## config.mk

```make
export PLATFORM = sky130hd
export DESIGN_NAME = dma_req_gen
export DESIGN_NICKNAME = d
export VERILOG_FILES = /design/src/rtl/dma_req_pkg.sv /design/src/rtl/burst_sizer.sv /design/src/rtl/req_chan.sv /design/src/rtl/acc_err_det.sv /design/src/rtl/dma_req_gen.sv
export SDC_FILE = /design/constraint.sdc
export NUM_CORES = 1
export LEC_CHECK = 0
export ABC_AREA = 1
export BUFFER_PORTS_ARGS = -buffer_cell sky130_fd_sc_hd__buf_2
export CAP_MARGIN = 20
export CORE_UTILIZATION = 50
export CTS_BUF_LIST = sky130_fd_sc_hd__clkbuf_2
export DETAILED_ROUTE_END_ITERATION = 10
export PLACE_DENSITY = 0.8
export SKIP_LAST_GASP = 1
export SYNTH_ARGS = -nofsm -noshare
export SYNTH_HDL_FRONTEND = slang
export SYNTH_HIERARCHICAL = 1
export SYNTH_SLANG_ARGS = --single-unit
```

## constraint.sdc

```tcl
create_clock -name clk_i -period 1.67 [get_ports clk_i]
set_clock_uncertainty 0.15 [all_clocks]
set_input_delay 0.2505 -clock clk_i [delete_from_list [all_inputs] [get_ports clk_i]]
set_output_delay 0.2505 -clock clk_i [all_outputs]
set_load 0.01 [all_outputs]
```

## src/rtl/dma_req_pkg.sv

```systemverilog
package dma_req_pkg;
  localparam int CH_TX = 0;
  localparam int CH_RX = 1;
  localparam int N_CH  = 2;
endpackage

```

## src/rtl/burst_sizer.sv

```systemverilog
module burst_sizer #(
  parameter int THR_W      = 6,
  parameter int LVL_W      = 7,
  parameter int REM_W      = 16,
  parameter int BASE_DEPTH = 8
) (
  input  logic [THR_W-1:0] tx_thr_i,
  input  logic [THR_W-1:0] rx_thr_i,
  input  logic [1:0]       depth_code_i,
  input  logic             drain_en_i,
  input  logic [REM_W-1:0] xfer_rem_i,
  input  logic [LVL_W-1:0] tx_lvl_i,
  input  logic [LVL_W-1:0] rx_lvl_i,
  output logic [LVL_W-1:0] depth_o,
  output logic             tx_start_o,
  output logic [LVL_W-1:0] tx_len_o,
  output logic             rx_start_o,
  output logic [LVL_W-1:0] rx_len_o
);
  localparam int CW = (LVL_W > REM_W) ? LVL_W : REM_W;

  logic [LVL_W-1:0] tx_full, rx_full, tx_cap, rx_cap;
  logic [CW-1:0]    rem_w;
  logic             rem_zero, tx_short, rx_short;

  always_comb begin
    depth_o  = LVL_W'(BASE_DEPTH) << depth_code_i;
    tx_full  = LVL_W'(tx_thr_i) + LVL_W'(1);
    rx_full  = LVL_W'(rx_thr_i) + LVL_W'(1);
    tx_cap   = (tx_full > depth_o) ? depth_o : tx_full;
    rx_cap   = (rx_full > depth_o) ? depth_o : rx_full;
    rem_w    = CW'(xfer_rem_i);
    rem_zero = (xfer_rem_i == '0);
    tx_short = drain_en_i && !rem_zero && (rem_w < CW'(tx_cap));
    rx_short = drain_en_i && !rem_zero && (rem_w < CW'(rx_cap));

    tx_start_o = (tx_lvl_i == '0) && !(drain_en_i && rem_zero);
    tx_len_o   = tx_short ? LVL_W'(xfer_rem_i) : tx_cap;

    if (drain_en_i)
      rx_start_o = !rem_zero && (rx_short ? (CW'(rx_lvl_i) >= rem_w) : (rx_lvl_i >= rx_cap));
    else
      rx_start_o = (rx_lvl_i >= rx_cap);
    rx_len_o   = rx_short ? LVL_W'(xfer_rem_i) : rx_cap;
  end
endmodule

```

## src/rtl/req_chan.sv

```systemverilog
module req_chan #(
  parameter int LVL_W = 7
) (
  input  logic             clk_i,
  input  logic             rst_ni,
  input  logic             start_i,
  input  logic [LVL_W-1:0] len_i,
  input  logic             xfer_i,
  output logic             busy_o
);
  logic [LVL_W-1:0] left_q;
  logic             busy_q;

  always_ff @(posedge clk_i or negedge rst_ni) begin
    if (!rst_ni) begin
      busy_q <= 1'b0;
      left_q <= '0;
    end else if (!busy_q) begin
      if (start_i && len_i != '0) begin
        busy_q <= 1'b1;
        left_q <= len_i;  // burst length frozen here
      end
    end else if (xfer_i) begin
      if (left_q == LVL_W'(1)) begin
        busy_q <= 1'b0;
        left_q <= '0;
      end else begin
        left_q <= left_q - LVL_W'(1);
      end
    end
  end

  assign busy_o = busy_q;
endmodule

```

## src/rtl/acc_err_det.sv

```systemverilog
module acc_err_det #(
  parameter int LVL_W = 7
) (
  input  logic             clk_i,
  input  logic             rst_ni,
  input  logic             tx_push_i,
  input  logic [LVL_W-1:0] tx_lvl_i,
  input  logic [LVL_W-1:0] depth_i,
  input  logic             rx_pop_i,
  input  logic [LVL_W-1:0] rx_lvl_i,
  input  logic             clr_i,
  output logic             err_o
);
  logic hit, err_q;

  assign hit = (tx_push_i && tx_lvl_i >= depth_i) || (rx_pop_i && rx_lvl_i == '0);

  always_ff @(posedge clk_i or negedge rst_ni) begin
    if (!rst_ni)    err_q <= 1'b0;
    else if (hit)   err_q <= 1'b1;  // set beats clear
    else if (clr_i) err_q <= 1'b0;
  end

  assign err_o = err_q;
endmodule

```

## src/rtl/dma_req_gen.sv

```systemverilog
module dma_req_gen
  import dma_req_pkg::*;
#(
  parameter int THR_W = 6,
  parameter int LVL_W = 7,
  parameter int REM_W = 16
) (
  input  logic             clk_i,
  input  logic             rst_ni,
  input  logic [THR_W-1:0] tx_thr_i,
  input  logic [THR_W-1:0] rx_thr_i,
  input  logic [1:0]       depth_code_i,
  input  logic             drain_en_i,
  input  logic [REM_W-1:0] xfer_rem_i,
  input  logic [LVL_W-1:0] tx_lvl_i,
  input  logic             tx_push_i,
  input  logic [LVL_W-1:0] rx_lvl_i,
  input  logic             rx_pop_i,
  input  logic             err_clr_i,
  output logic             tx_req_no,
  output logic             rx_req_no,
  output logic             acc_err_o
);
  logic [LVL_W-1:0] depth;
  logic             start [N_CH];
  logic [LVL_W-1:0] len   [N_CH];
  logic             xfer  [N_CH];
  logic             busy  [N_CH];

  burst_sizer #(.THR_W(THR_W), .LVL_W(LVL_W), .REM_W(REM_W)) i_sizer (
    .tx_thr_i    (tx_thr_i),
    .rx_thr_i    (rx_thr_i),
    .depth_code_i(depth_code_i),
    .drain_en_i  (drain_en_i),
    .xfer_rem_i  (xfer_rem_i),
    .tx_lvl_i    (tx_lvl_i),
    .rx_lvl_i    (rx_lvl_i),
    .depth_o     (depth),
    .tx_start_o  (start[CH_TX]),
    .tx_len_o    (len[CH_TX]),
    .rx_start_o  (start[CH_RX]),
    .rx_len_o    (len[CH_RX])
  );

  assign xfer[CH_TX] = tx_push_i;
  assign xfer[CH_RX] = rx_pop_i;

  for (genvar c = 0; c < N_CH; c++) begin : g_chan
    req_chan #(.LVL_W(LVL_W)) i_chan (
      .clk_i  (clk_i),
      .rst_ni (rst_ni),
      .start_i(start[c]),
      .len_i  (len[c]),
      .xfer_i (xfer[c]),
      .busy_o (busy[c])
    );
  end

  assign tx_req_no = ~busy[CH_TX];
  assign rx_req_no = ~busy[CH_RX];

  acc_err_det #(.LVL_W(LVL_W)) i_err (
    .clk_i    (clk_i),
    .rst_ni   (rst_ni),
    .tx_push_i(tx_push_i),
    .tx_lvl_i (tx_lvl_i),
    .depth_i  (depth),
    .rx_pop_i (rx_pop_i),
    .rx_lvl_i (rx_lvl_i),
    .clr_i    (err_clr_i),
    .err_o    (acc_err_o)
  );
endmodule

```

==> impl_metrics.toml <==
[sta]
slew_viol_final = 0
setup_ws_ns = -1.86
hold_slack_ns = 0.0456
rsz0062_at_grt = "yes"
fin_crit_sh = 2.12
setup_tns_ns = -29.10
hold_violations = 0
max_freq_ghz = 0.283
fin_crit_ns = 3.53
final-setup-viol-count = 16

[synthesis]
syn_area_per_cell_um2 = 6.30
yosysMostFrequentCell = "nand2_1"
synth_seq_cells = 17
syn-instance-count = 488
synth_top_cell_area_share = 0.198
async_reset_ff_frac = 1.00
synth-edff-count = 0
syn-cell-area_um2 = 3070
synth_area_leader_cell = "nand2_1"
ys_top_cells_by_count = "162 x nand2_1, 79 x inv_1, 48 x ha_1, 38 x nand3_1, 28 x nor2_1"
synth.distinct_cells = 36
yosysSeqAreaShare = 0.138
yosysWarnings = 6
synthFlopType = "dfrtp_1"
netlist_top_cells_area = "nand2_1 20%, ha_1 20%, dfrtp_1 14%"

[worst_setup_path]
endpoint_kind = "flop"
crit_required_ns = 1.74
worst-setup-path-type = "input pin to flop"
reg2reg_setup_slack_ns = 0.06
r2r_end = "g_chan[0].i_chan/left_q[6]"
crit_fanout = 8
startpoint_type = "input pin"
r2r_cells = 9
arrival_ns = 3.60
r2r_start = "g_chan[0].i_chan/left_q[0]"

[clock_tree]
cts_tree = "built"
cts_root_buffer = "clkbuf_2"
clock_sink_count = 17
cts_htree_levels = 1
cts_max_path_buffers = 2
path_clk_slew_ns = 0.17
numCtsBuffers = 3
clk_latency_ns = 0.32

[drt]
firstDrtPassIters = 5
drcViolationCount = 0
drt-initial-drc-count = 229
wirelength_mm = 11.5
ant_nets = 0
wl_per_cell_um = 15.9
vias = 4081
viasPerCell = 5.61

[placed_design]
pre_cts_slack_ns = -2.29
gp_congestion = 0.918
io_buffers = 52
dp_hpwl_mm = 6.94

[hold_path]
min_from = "err_clr_i"
hold_class = "input pin to flop"
hold_depth = 4
min_to = "i_err/err_o"

[layout]
drive_gt1_frac = 0.470
area_growth_pct = 60.2
antenna_cells = 0
post-route-util = 0.832
nNetsFinal = 752

[global_route]
met3_usage = 0.0375
use_met1 = 0.321
grt_max_degree = 18
top_usage_layer = "met2"
grt.total_usage = 0.332
antenna_found_initial = 0
grt-ovfl-total = 0
use_met2 = 0.627
grt_pass1_wl_mm = 16.7
grt_pass1_vias = 4007

[floorplan]
dieArea_um2 = 6470
die_h_um = 80.4
start_util = 0.519
core-area_um2 = 5920
fp.dieW_um = 80.4
ios = 53
core.rowCount = 28

[flow_run]
drv_cap = 0

[status]
status = "finished, violations left"
violations = "setup timing"

[pwr]
peakVddDrop_mv = 0.645
powerDensity_nw_per_um2 = 815
p_leak_nw = 2.60
-- worst max-delay path by stage --
stage / start / endpoint / slack, ns
after floorplan: tx_thr_i[0] / g_chan[0].i_chan/left_q[0] / -1.99
after global placement: tx_thr_i[0] / g_chan[0].i_chan/left_q[6] / -2.25
after detailed placement: tx_thr_i[0] / g_chan[0].i_chan/left_q[6] / -2.29
after CTS: tx_thr_i[1] / g_chan[0].i_chan/busy_o / -1.58
after global routing: rx_thr_i[1] / g_chan[1].i_chan/left_q[4] / -1.99
final: rx_thr_i[0] / g_chan[1].i_chan/left_q[0] / -1.86
-- cell type report --
| class | instances | area [um2] |
|---|---|---|
| multi-input combinational | 386 | 2920 |
| timing repair buffer | 160 | 1140 |
| fill | 343 | 996 |
| sequential | 17 | 425 |
| inverter | 86 | 325 |
| tap | 75 | 93.8 |
| clock buffer | 3 | 15.0 |
| clock inverter | 1 | 5.00 |
-- state kept, by name (all words and copies together), names as in the netlist --
signal and count:
g_chan.i_chan/busy_o 2, g_chan.i_chan/left_q 14, i_err/err_o 1
-- cells in the final DEF, fill, tap and decap left out, drive strengths merged, types with 4 or more instances in the layout --
| cell type | instances |
|---|---|
| nand4 | 12 |
| inv | 84 |
| nor2 | 34 |
| a21oi | 12 |
| ha | 48 |
| buf | 157 |
| xor2 | 5 |
| xnor2 | 5 |
| dfrtp | 17 |
| nand3b | 4 |
| nand2 | 174 |
| nor4 | 6 |
| o21ai | 23 |
| nand3 | 46 |
-- critical path: stages --
cell and delay [ns]:
buf_6 0.10, ha_4 0.16, nand2_2 0.08, xor2_2 0.14, inv_2 0.07, ha_4 0.28, nand2_2 0.05, inv_2 0.07
nand4_1 0.17, nand2_4 0.15, buf_4 0.12, buf_4 0.13, nand2_1 0.10, ha_1 0.29, nand2_1 0.09, nand2_1 0.06
nand2_1 0.06, nand2_1 0.08, nand2_4 0.12, nand2_8 0.09, nand2_1 0.10, o21ai_2 0.09, nor2_1 0.14, nand4_1 0.17
nand3_4 0.19, nand2_8 0.09, nand2_2 0.07, nand2_1 0.05
-- per-stage QoR --
step	std cells	total power [W]	cell area, um2
after global routing	728	0.00437	4920
after CTS	722	0.00371	4690
after floorplan	490	0.00235	3120
final	728	0.00401	4920
after detailed placement	693	0.00314	4040
after global placement	693	0.00303	4040
-- repair_timing --
item                                    in CTS  in global routing
hold buffers                                 1                  2
setup buffers                               21                  4
endpoints found under the setup margin      16                 17
hold endpoints to repair                    17                  2
pin swaps                                   69                 26
cloned                                       3                  0
gates resized for setup                    106                 45
-- metal layers --
metal | wire length (um) | up-vias
li1 | - | 1900
met1 | 4090 | 1864
met2 | 5840 | 220
met3 | 687 | 97
met4 | 931 | 0
met5 | 0 | -
-- power by group --
part / total [W] / internal (W) / leakage (nW) / switching (W)
clock network: 0.000192 / 0.0000541 / 0.0164 / 0.000138
registers: 0.000845 / 0.000581 / 0.206 / 0.000264
logic: 0.00297 / 0.00129 / 2.38 / 0.00168
total: 0.00401 / 0.00193 / 2.60 / 0.00208
-- cells by family (layout without fill, tap and decap cells) --
logic type      after synthesis  count (layout)  synth area share
simple gates                277             280             0.439
buf+inv                      90             250             0.116
fa+ha+maj                    48              48             0.195
compound gates               45              45            0.0818
flops                        17              17             0.138
xor+xnor                     10              10            0.0285
other cells                   1               3           0.00122
Note: power is estimated with default switching activity, not from simulation.
